### config.mk
export PLATFORM = sky130hd
export DESIGN_NAME = cfg_serial_loader
export DESIGN_NICKNAME = d
export VERILOG_FILES = /design/src/rtl/cfg_serial_loader.sv
export SDC_FILE = /design/constraint.sdc
export NUM_CORES = 1
export LEC_CHECK = 0
export ABC_AREA = 1
export ABC_CLOCK_PERIOD_IN_PS = 1600
export BUFFER_PORTS_ARGS = -buffer_cell sky130_fd_sc_hd__buf_2
export CORE_AREA = 2 2 81 83
export DETAILED_ROUTE_END_ITERATION = 10
export DIE_AREA = 0 0 83 85
export GPL_TIMING_DRIVEN = 1
export HOLD_SLACK_MARGIN = 0.02
export PLACE_DENSITY = 0.7
export SLEW_MARGIN = 30
export SYNTH_ARGS = -nofsm -noshare
export SYNTH_HDL_FRONTEND = slang
export SYNTH_SLANG_ARGS = --single-unit
export TNS_END_PERCENT = 20
### constraint.sdc
create_clock -name clk -period 1.6 [get_ports clk]
set_clock_uncertainty 0.1 [all_clocks]
set_input_delay 0.16 -clock clk [delete_from_list [all_inputs] [get_ports clk]]
set_output_delay 0.16 -clock clk [all_outputs]
set_load 0.01 [all_outputs]
### src/rtl/cfg_serial_loader.sv
module cfg_serial_loader #(
  parameter bit PROG_ACTIVE_HIGH = 1'b0,
  parameter bit PREAMBLE_EN      = 1'b1,
  parameter int TIMEOUT_TICKS    = 300000
) (
  input  logic       clk,
  input  logic       rst_n,
  input  logic       start,
  input  logic       bit_valid,
  input  logic       bit_data,
  input  logic       bit_last,
  output logic       bit_ready,
  output logic       prog_pin,
  output logic       cclk,
  output logic       din,
  input  logic       init_pin,
  input  logic       done_pin,
  output logic       busy,
  output logic       finished,
  output logic [1:0] result
);
  localparam int CW = $clog2(TIMEOUT_TICKS + 1);
  localparam logic [15:0] HEADER = 16'hFF20;
  localparam logic [4:0] HDR_LEN = 5'd16;

  typedef enum logic [3:0] {
    S_IDLE, S_PROG, S_REL, S_LO, S_DAT, S_HI, S_RET, S_WDONE, S_END
  } state_t;

  state_t      st;
  logic [CW-1:0] cnt;
  logic [4:0]  hdr_idx;
  logic        cur_bit, cur_last;
  logic [1:0]  init_q, done_q;
  logic        init_s, done_s, hdr_done, tmo;

  assign init_s   = init_q[1];
  assign done_s   = done_q[1];
  assign hdr_done = (hdr_idx == HDR_LEN);
  assign tmo      = (cnt == CW'(TIMEOUT_TICKS - 1));

  assign bit_ready = (st == S_LO) && hdr_done;
  assign prog_pin  = PROG_ACTIVE_HIGH ? (st == S_PROG) : (st != S_PROG);
  assign cclk      = !(st == S_LO || st == S_DAT);
  assign din       = (st == S_DAT || st == S_HI) ? cur_bit : 1'b1;
  assign busy      = !(st == S_IDLE || st == S_END);
  assign finished  = (st == S_END);

  always_ff @(posedge clk or negedge rst_n) begin
    if (!rst_n) begin
      init_q <= 2'b11;
      done_q <= 2'b00;
    end else begin
      init_q <= {init_q[0], init_pin};
      done_q <= {done_q[0], done_pin};
    end
  end

  always_ff @(posedge clk or negedge rst_n) begin
    if (!rst_n) begin
      st       <= S_IDLE;
      cnt      <= '0;
      hdr_idx  <= '0;
      cur_bit  <= 1'b1;
      cur_last <= 1'b0;
      result   <= 2'd0;
    end else begin
      case (st)
        S_IDLE, S_END: if (start) begin
          st      <= S_PROG;
          cnt     <= '0;
          result  <= 2'd0;
          hdr_idx <= PREAMBLE_EN ? 5'd0 : HDR_LEN;
        end
        S_PROG: begin
          if (!init_s) begin
            st  <= S_REL;
            cnt <= '0;
          end else if (tmo) begin
            st     <= S_END;
            result <= 2'd1;
          end else cnt <= cnt + 1'b1;
        end
        S_REL: begin
          if (init_s) st <= S_LO;
          else if (tmo) begin
            st     <= S_END;
            result <= 2'd2;
          end else cnt <= cnt + 1'b1;
        end
        S_LO: begin
          if (!hdr_done) begin
            cur_bit  <= HEADER[4'd15 - hdr_idx[3:0]];
            cur_last <= 1'b0;
            hdr_idx  <= hdr_idx + 1'b1;
            st       <= S_DAT;
          end else if (bit_valid) begin
            cur_bit  <= bit_data;
            cur_last <= bit_last;
            st       <= S_DAT;
          end
        end
        S_DAT: st <= S_HI;
        S_HI:  st <= S_RET;
        S_RET: begin
          st  <= cur_last ? S_WDONE : S_LO;
          cnt <= '0;
        end
        S_WDONE: begin
          if (done_s) begin
            st     <= S_END;
            result <= 2'd0;
          end else if (tmo) begin
            st     <= S_END;
            result <= 2'd3;
          end else cnt <= cnt + 1'b1;
        end
        default: st <= S_IDLE;
      endcase
    end
  end
endmodule


# Word-level counts from Yosys, hierarchy flattened
# Memories as Yosys holds them, arrays and structs flattened.
# Index checks and enable logic that the tools add are counted.
totals:
  memories: 1
  wordCells: 82
  ff_bits: 36
  output_inout_bits: 8
  input_bits: 8
  romBits: 16
mem_list:
  columns: ["memory", "depth", "word_bits", "rd", "rd_clocked_by_memory_dff", "write_ports", "line_no", "rtl"]
  rows:
  - ["(name not given)", 16, 1, 1, 0, 0, "93", "cur_bit <= HEADER[4'd15 - hdr_idx[3:0]];"]
op_classes:
  eq_ne: 21
  n_reduce_logical: 16
  order_cmp: 1
  muxes: 32
  n_addsub: 3
op_table:
  columns: ["cell", "n"]
  rows:
  - ["2-to-1 mux 19 bit", 5]
  - ["one-hot mux 19 bit (5 select lines)", 1]
  - ["one-hot mux 4 bit (8 select lines)", 1]
  - ["2-to-1 mux 4 bit", 7]
  - ["adder 19 x 1 -> 19 bit (second input constant)", 1]
  - ["equality test 19 bit (second input constant)", 1]
  - ["equality test 4 x 3 -> 1 bit (second input constant)", 4]
  - ["inequality test 2 bit (second input constant)", 8]
  - ["2-to-1 mux 2 bit", 7]
  - ["2-to-1 mux 5 bit", 2]
  - ["one-hot mux 5 bit (2 select lines)", 1]
  - ["equality test 4 x 2 -> 1 bit (second input constant)", 2]
  - ["one-hot mux 2 bit (4 select lines)", 1]
  - ["AND reduction 7 bit", 1]
  - ["2-to-1 mux 1 bit", 6]
  - ["inequality test 3 bit (second input constant)", 2]
  - ["adder 5 x 1 -> 5 bit (second input constant)", 1]
  - ["equality test 5 bit (second input constant)", 1]
  - ["< comparator 4 x 5 -> 1 bit (second input constant)", 1]
  - ["nonzero test 5 bit", 1]
  - ["equality test 4 x 1 -> 1 bit (second input constant)", 1]
  - ["equality test 4 bit (second input constant)", 1]
  - ["zero test 4 bit", 1]
  - ["inequality test 4 x 1 -> 1 bit (second input constant)", 1]
  - ["11 further kinds", 15]

# Longest topological paths before layout
# Gate-level depths: netlist of the first run.
depth:
  depth_word: 4
  ltp_mapped: 11
  ltp_nobuf: 11

# Worst setup path before layout of the first run
# No wires, ideal clock.
synth_path:
  kind: "register to register"
  start: "reg init_q[1]"
  end: "reg cnt[5]"
  stages_incl_launch_ff: 10
  setup_slack_ns: -0.117
  setup_time_ns: 0.113
  synth_period_minus_slack_ns: 1.717
  required_time_ns: 1.387
  path_buffers: 2
  t_arrival_ns: 1.503
  cell_sequence: "dfstp_2 clkbuf_1 nand3_1 nand3_2 nor2_8 buf_6 nand3_1 nand2_1 inv_1 nor2_2"
synth_via:
  elab_chain_cells: 2
  elab_cells_between_ends: 4
  cone_classes: "eq/ne: 1; mux: 2; reduce/logical: 1"
synth_rtl:
  columns: ["element", "line_no", "rtl"]
  rows:
  - ["start, declared", "34", "logic [1:0] init_q, done_q;"]
  - ["start signal, assigned", "54", "init_q <= {init_q[0], init_pin};"]
  - ["2-to-1 mux 19 bit or inequality test 2 bit (tied branches)", null, null]
  - ["one-hot mux 19 bit (5 select lines) or AND reduction 4 bit (tied branches)", null, null]
  - ["end signal, assigned", "82", "end else cnt <= cnt + 1'b1;"]
  - ["end signal, assigned", "89", "end else cnt <= cnt + 1'b1;"]
  - ["end signal, assigned", "116", "end else cnt <= cnt + 1'b1;"]
  - ["end, declared", "31", "logic [CW-1:0] cnt;"]
# Parallel ways exist; a longest one is shown, timed or not.
# A chain may end at the register's enable or synchronous reset.

# Worst setup path in the final report of the first run
layout_path:
  start: "reg st[2]"
  end: "out bit_ready"
layout_via:
  elab_chain_cells: 2
layout_rtl:
  columns: ["element", "line_no", "rtl"]
  rows:
  - ["start, declared", "30", "state_t st;"]
  - ["start signal, assigned", "106", "st <= cur_last ? S_WDONE : S_LO;"]
  - ["equality test 4 x 2 -> 1 bit", "42", "assign bit_ready = (st == S_LO) && hdr_done;"]
  - ["logical AND 1 bit", "42", null]
  - ["end, declared", "12", "output logic bit_ready,"]
# Every way passes these cells.

==> out/metrics.yaml, run 1 <==
place_ws_ps: -123
dp_hpwl_um: 4930
cp-end-kind: "primary output"
slew_violations: 0
rsz0062_at_grt: "yes"
postSynthAreaPerCell_um2: 6.75
layout-drive-gt1-share_pct: 32.3
rows: 29
area_delta_synth_final_pct: 35.1
max_freq_mhz: 596
core-area_mm2: 0.00620
num_vias: 2670
cts.clk_slew.worst_paths_ps: 80
hold-worst-slack_ps: 26.7
synth_fp_nets: 372
synth_area_mm2: 0.00243
path_buf_inv: 2
seqCellArea_um2: 910
grt_usage_pct: 20.1
portBuffers: 15
fin_crit_ps: 1680
drt-initial-drc-count: 184
grt_max_degree: 20
clock_path_buffers: 2
slew_headroom_pct: 67.3
violations: "negative setup slack"
yosys_warnings: 0
hp-class: "input pin to flip-flop"
multi_input_area_mm2: 0.00145
peakVddDrop_mv: 1.06
grt_pass1_vias: 2640
ios: 16
startpoint: "st[2]"
dieArea_mm2: 0.00706
initial_core_util_pct: 39.1
start_kind: "flip-flop"
status: "complete, but fails checks"
avgViaCountPerCell: 5.23
crit_type: "flip-flop to primary output"
tightest_slew_ps: 490
gp_congestion: 0.916
reg2reg_from: "cnt[0]"
dr.pass1.iters: 5
grt_antenna_before_repair: 0
grt_pass1_wl_um: 11600
cp.required_ps: 1340
cp.arrival_ps: 1420
crit_family: "simple AND/OR/NAND/NOR gates"
wl_per_cell_um: 13.5
totalWireLength_um: 6880
finalWorstSetupSlack_ps: -78.7
remaining_drc_errors: 0
clock-sinks: 36
ys_types: 33
hold_violations: 0
layout.nets: 445
max_stage_delay_ps: 430
cp_max_fo: 5
power.density_mw_per_mm2: 1390
min_from: "bit_last"
fillers: 604
synth-seq-cells: 36
diodes: 0
clock_latency_ps: 300
synthCells: 360
cts_tree: "built"
cap_violations: 0
setup_violations: 10
clockRootBuffer: "clkbuf_8"
die_h_um: 85
die_x_um: 83
cts_inserted_buffers: 5
path_cells: "nor2_4 > nand2_2 > nor2_2 > buf_4 > buf_6"
h-tree-depth: 2
grt.overflow.total: 0
period_share_pct: 105
setup_tns_ps: -192
ant_nets: 0
ys_seq_area_share_pct: 37.2
p_leak_nw: 1.57
slowest_stage: "dfrtp_1"
## stage by stage
step	std cells	util, %	area [um^2]	total power (W)
6_report	511	52.9	3280	0.00457
2_1_floorplan	360	-	2440	0.00263
3_5_place_dp	491	47.1	2920	0.00351
5_1_grt	511	52.9	3280	0.00493
4_1_cts	506	50.4	3130	0.00433
3_3_place_gp	491	47.1	2920	0.00345
## final timing paths
path                                   to  slack (ps)  cells after the start
worst max register to register     cnt[4]         -10                      9
max in group asynchronous         cur_bit         590                      3
worst max-delay path            bit_ready         -80                      5
worst min-delay path             cur_last          30                      2
min in group asynchronous         cnt[13]         250                      2
worst min register to register  done_q[1]         260                      0
## flip-flops by register name, indices dropped and copies added, names as in the netlist
register,count
hdr_idx,5
done_q,2
st,4
cur_last,1
cnt,19
cur_bit,1
result,2
init_q,2
## metal layers
layer / track usage, % / share of wire (%) / wire length, um
met1: 23.0 / 41 / 2800
met2: 37.7 / 52 / 3580
met3: 3.79 / 5.3 / 362
met4: 6.56 / 2.1 / 146
met5: 0 / 0 / 0
## cell usage in the layout, fill, tap and decap left out, drive strengths merged
cell type / count
dfrtp: 33
a32o: 1
and3b: 1
o31ai: 3
ha: 4
o21bai: 1
a211o: 1
xor2: 3
xnor2: 1
a22o: 1
o211ai: 1
dlygate4sd3: 3
clkinvlp: 1
a21oi: 7
inv: 47
clkbuf: 7
o21ai: 17
nor3: 7
nand3: 38
dfstp: 3
buf: 68
nand3b: 1
nor2: 55
nand4: 16
o21a: 1
nand2: 113
## layout make-up
type                       count  share of cell area (%)
timing repair buffer          71                    16.8
sequential                    36                    27.7
tap                           77                    2.94
inverter                      47                    5.38
clock buffer                   7                    2.63
multi-input combinational    272                    44.3
clock inverter                 1                   0.229
## where the power goes
group	total, W	switching, W	internal (W)
Combinational	0.00266	0.00157	0.00110
Sequential	0.00120	0.000140	0.00106
Clock	0.000698	0.000348	0.000350
Total	0.00457	0.00205	0.00251
## what timing repair did
item	CTS	global route
setup endpoints to repair	29	36
hold buffers	3	0
buffers inserted	4	5
endpoints found under the hold margin	18	0
pin swaps	3	12
gates resized for setup	18	38
## worst reg2reg max path, stage by stage (launching register included)
cell	delay, ps
dfrtp_1	400
ha_2	210
inv_2	60
nor2_4	150
nand3_2	160
buf_4	200
nand2_1	60
nor2_1	40
nor2_1	90
nor2_1	50
## cell usage after synthesis (all sizes together)
library cell	number	share of area (%)
a32o	1	0.41
xnor2	1	0.36
nor2	55	10
nand2	113	18
o31ai	3	0.93
and3b	1	0.36
nand3b	1	0.31
xor2	3	1.1
nand3	38	8.4
nor3	7	1.4
o21ai	17	3.7
o21a	1	0.31
o211ai	1	0.31
a211o	1	0.36
buf	4	1.1
a21oi	7	1.4
dfstp	3	3.2
o21bai	1	0.31
dfrtp	33	34
ha	4	2.1
inv	47	7.3
nand4	16	4.1
a22o	1	0.36
clkbuf	1	0.15
## cells by family after synthesis
kind of cell | count (synthesis) | synth area share, %
xor gates and xnor gates | 4 | 1.44
adders and majority gates | 4 | 2.06
AOI/OAI and AO/OA | 33 | 8.09
and+or+nand+nor | 231 | 42.7
DFF | 36 | 37.2
buffers and inverters | 52 | 8.50
Note: power is estimated with default switching activity, not from simulation.
==> inputs of run 2 (changes only) <==
ABC_CLOCK_PERIOD_IN_PS = 1550   (was 1600)
HOLD_SLACK_MARGIN = 0.12   (was 0.02)
PLACE_DENSITY = 0.68   (was 0.7)
clock period = 1.55 ns   (was 1.6 ns; I/O delays follow)
==> out/metrics.yaml, run 2 (same netlist as run 1, synthesis figures left out) <==
status: "complete, but fails checks"
violations: "negative setup slack"
p_leak_nw: 1.78  # +13%
dr.pass1.iters: 4  # -1
slowest_stage: "dfrtp_2"
clockRootBuffer: "clkbuf_8"
cp-end-kind: "primary output"
area_delta_synth_final_pct: 49.0
regMostFlops: "cnt"
start_kind: "flip-flop"
hp-class: "flip-flop to flip-flop"
die_h_um: 85  # unchanged
totalWireLength_um: 7410  # +7.6%
grt.overflow.total: 0  # unchanged
num_vias: 2720  # +1.9%
dpl_cell_area_mm2: 0.00309  # +5.8%
setup_tns_ps: -1600  # -1410 ps
largest_register_ffs: 19  # unchanged
avgViaCountPerCell: 4.97  # -4.8%
crit_family: "flip-flops"
cts.clk_slew.worst_paths_ps: 70  # about the same
finalInstanceArea_mm2: 0.00362  # +10%
slew_headroom_pct: 68.9  # +1.5 points
wl_per_cell_um: 13.5  # +0.56%
fin_crit_ps: 1690
clock_path_buffers: 2  # unchanged
path_cells: "nand2_2 > inv_2 > nand2_4 > nor2_1 > buf_4 > buf_6"
ios: 16  # unchanged
diodes: 0  # unchanged
top_usage_layer: "met2"
met1_usage_pct: 26.2  # +3.2 points
core-area_mm2: 0.00620  # unchanged
finalCoreUtilization_pct: 58.3  # +5.4 points
dp_hpwl_um: 5160  # +4.6%
grt_antenna_before_repair: 0  # unchanged
period_share_pct: 109
tightest_slew_ps: 467  # -23.1 ps
cp.arrival_ps: 1430  # about the same
grt_usage_pct: 21.9  # +1.8 points
cp_max_fo: 5  # unchanged
slew_violations: 0  # unchanged
crit_type: "flip-flop to primary output"
gp_congestion: 0.917  # +0.13%
finalWorstSetupSlack_ps: -140  # -60.8 ps
grt_max_degree: 37  # +85%
layout_common_cells: "nand2_1, buf_4, inv_1"
final_common_cell: "nand2_1"
gr-usage-met3_pct: 3.79  # unchanged
layout.nets: 481  # +8.1%
dieArea_mm2: 0.00706  # unchanged
rsz0062_at_grt: "yes"
grt_pass1_wl_um: 12400  # +7.4%
clock-sinks: 36  # unchanged
hold_violations: 0  # unchanged
remaining_drc_errors: 0  # unchanged
clock_latency_ps: 300  # about the same
power.density_mw_per_mm2: 1510  # +8.7%
peakVddDrop_mv: 1.10  # +3.7%
max_stage_delay_ps: 450  # +20 ps
portBuffers: 15  # unchanged
cap_violations: 0  # unchanged
ant_nets: 0  # unchanged
drt-initial-drc-count: 179  # -2.7%
cts_tree: "built"
cp.required_ps: 1290  # -50 ps
cts_inserted_buffers: 5  # unchanged
path_buf_inv: 3  # +1
setup_violations: 27  # +17
h-tree-depth: 2  # unchanged
rows: 29  # unchanged
top_regs: "cnt x19, hdr_idx x5, st x4"
fillers: 543  # -10%
use_met2_pct: 39.4  # +1.8 points
grt_pass1_vias: 2771  # +5.0%
initial_core_util_pct: 39.1  # unchanged
place_ws_ps: -209  # -86.7 ps
layout-drive-gt1-share_pct: 37.7  # +5.4 points
max_freq_mhz: 592
die_x_um: 83  # unchanged
-- run 2: changes by cell type in the layout (fill, tap and decap cells not counted), moves of 4 or more --
cell,delta
nor2_2,-5
nor2_4,+4
buf_4,+37
nand2_1,-4
nand2_4,+4
-- run 2: final timing paths --
| kind | from | endpoint | slack [ps] | cells after the start |
|---|---|---|---|---|
| max in group asynchronous | rst_n | init_q[1] | 670 | 3 |
| min in group asynchronous | rst_n | cnt[18] | 310 | 3 |
| min reg2reg | done_q[0] | done_q[1] | 260 | 0 |
| max | st[1] | bit_ready | -140 | 6 |
| max reg2reg | st[3] | cnt[4] | -110 | 10 |
| min | done_q[0] | done_q[1] | 260 | 0 |
-- run 2: per-layer routing --
| layer | part of all wire [%] | vias up |
|---|---|---|
| met5 | 0 | - |
| met2 | 51 | 59 |
| met4 | 2.1 | 0 |
| li1 | - | 1379 |
| met3 | 4.2 | 16 |
| met1 | 42 | 1266 |
-- run 2: worst register-to-register path, delay by kind of cell (launching register included) --
family	cells	cell delay (ps)
simple gates	8	860
flops	1	440
buf+inv	2	190
-- run 2: cell type report --
class	instances	area [um^2]	share of cell area [%]
clock buffer	6	72.6	2.01
clock inverter	2	35.0	0.968
inverter	47	181	5.01
multi-input combinational	272	1520	42.0
sequential	36	910	25.1
tap	77	96.3	2.66
timing repair buffer	107	805	22.2
-- run 2: what timing repair did --
action,4_1_cts,5_1_grt
gates resized for setup,45,23
endpoints found under the hold margin,37,0
setup endpoints to repair,36,35
pin swaps,13,11
hold buffers,6,0
buffers inserted,14,6
-- run 2: metrics by stage --
| stage | power, W | cells | hold slack [ps] |
|---|---|---|---|
| 6_report | 0.00547 | 547 | 258 |
| 2_1_floorplan | 0.00274 | 360 | -241 |
| 5_1_grt | 0.00587 | 547 | 261 |
| 3_3_place_gp | 0.00373 | 514 | 136 |
| 3_5_place_dp | 0.00378 | 514 | 140 |
| 4_1_cts | 0.00517 | 542 | 260 |
-- run 2: where the power goes --
part           internal, W  switching (W)
sequential         0.00110       0.000156
clock             0.000478       0.000374
combinational      0.00148        0.00188
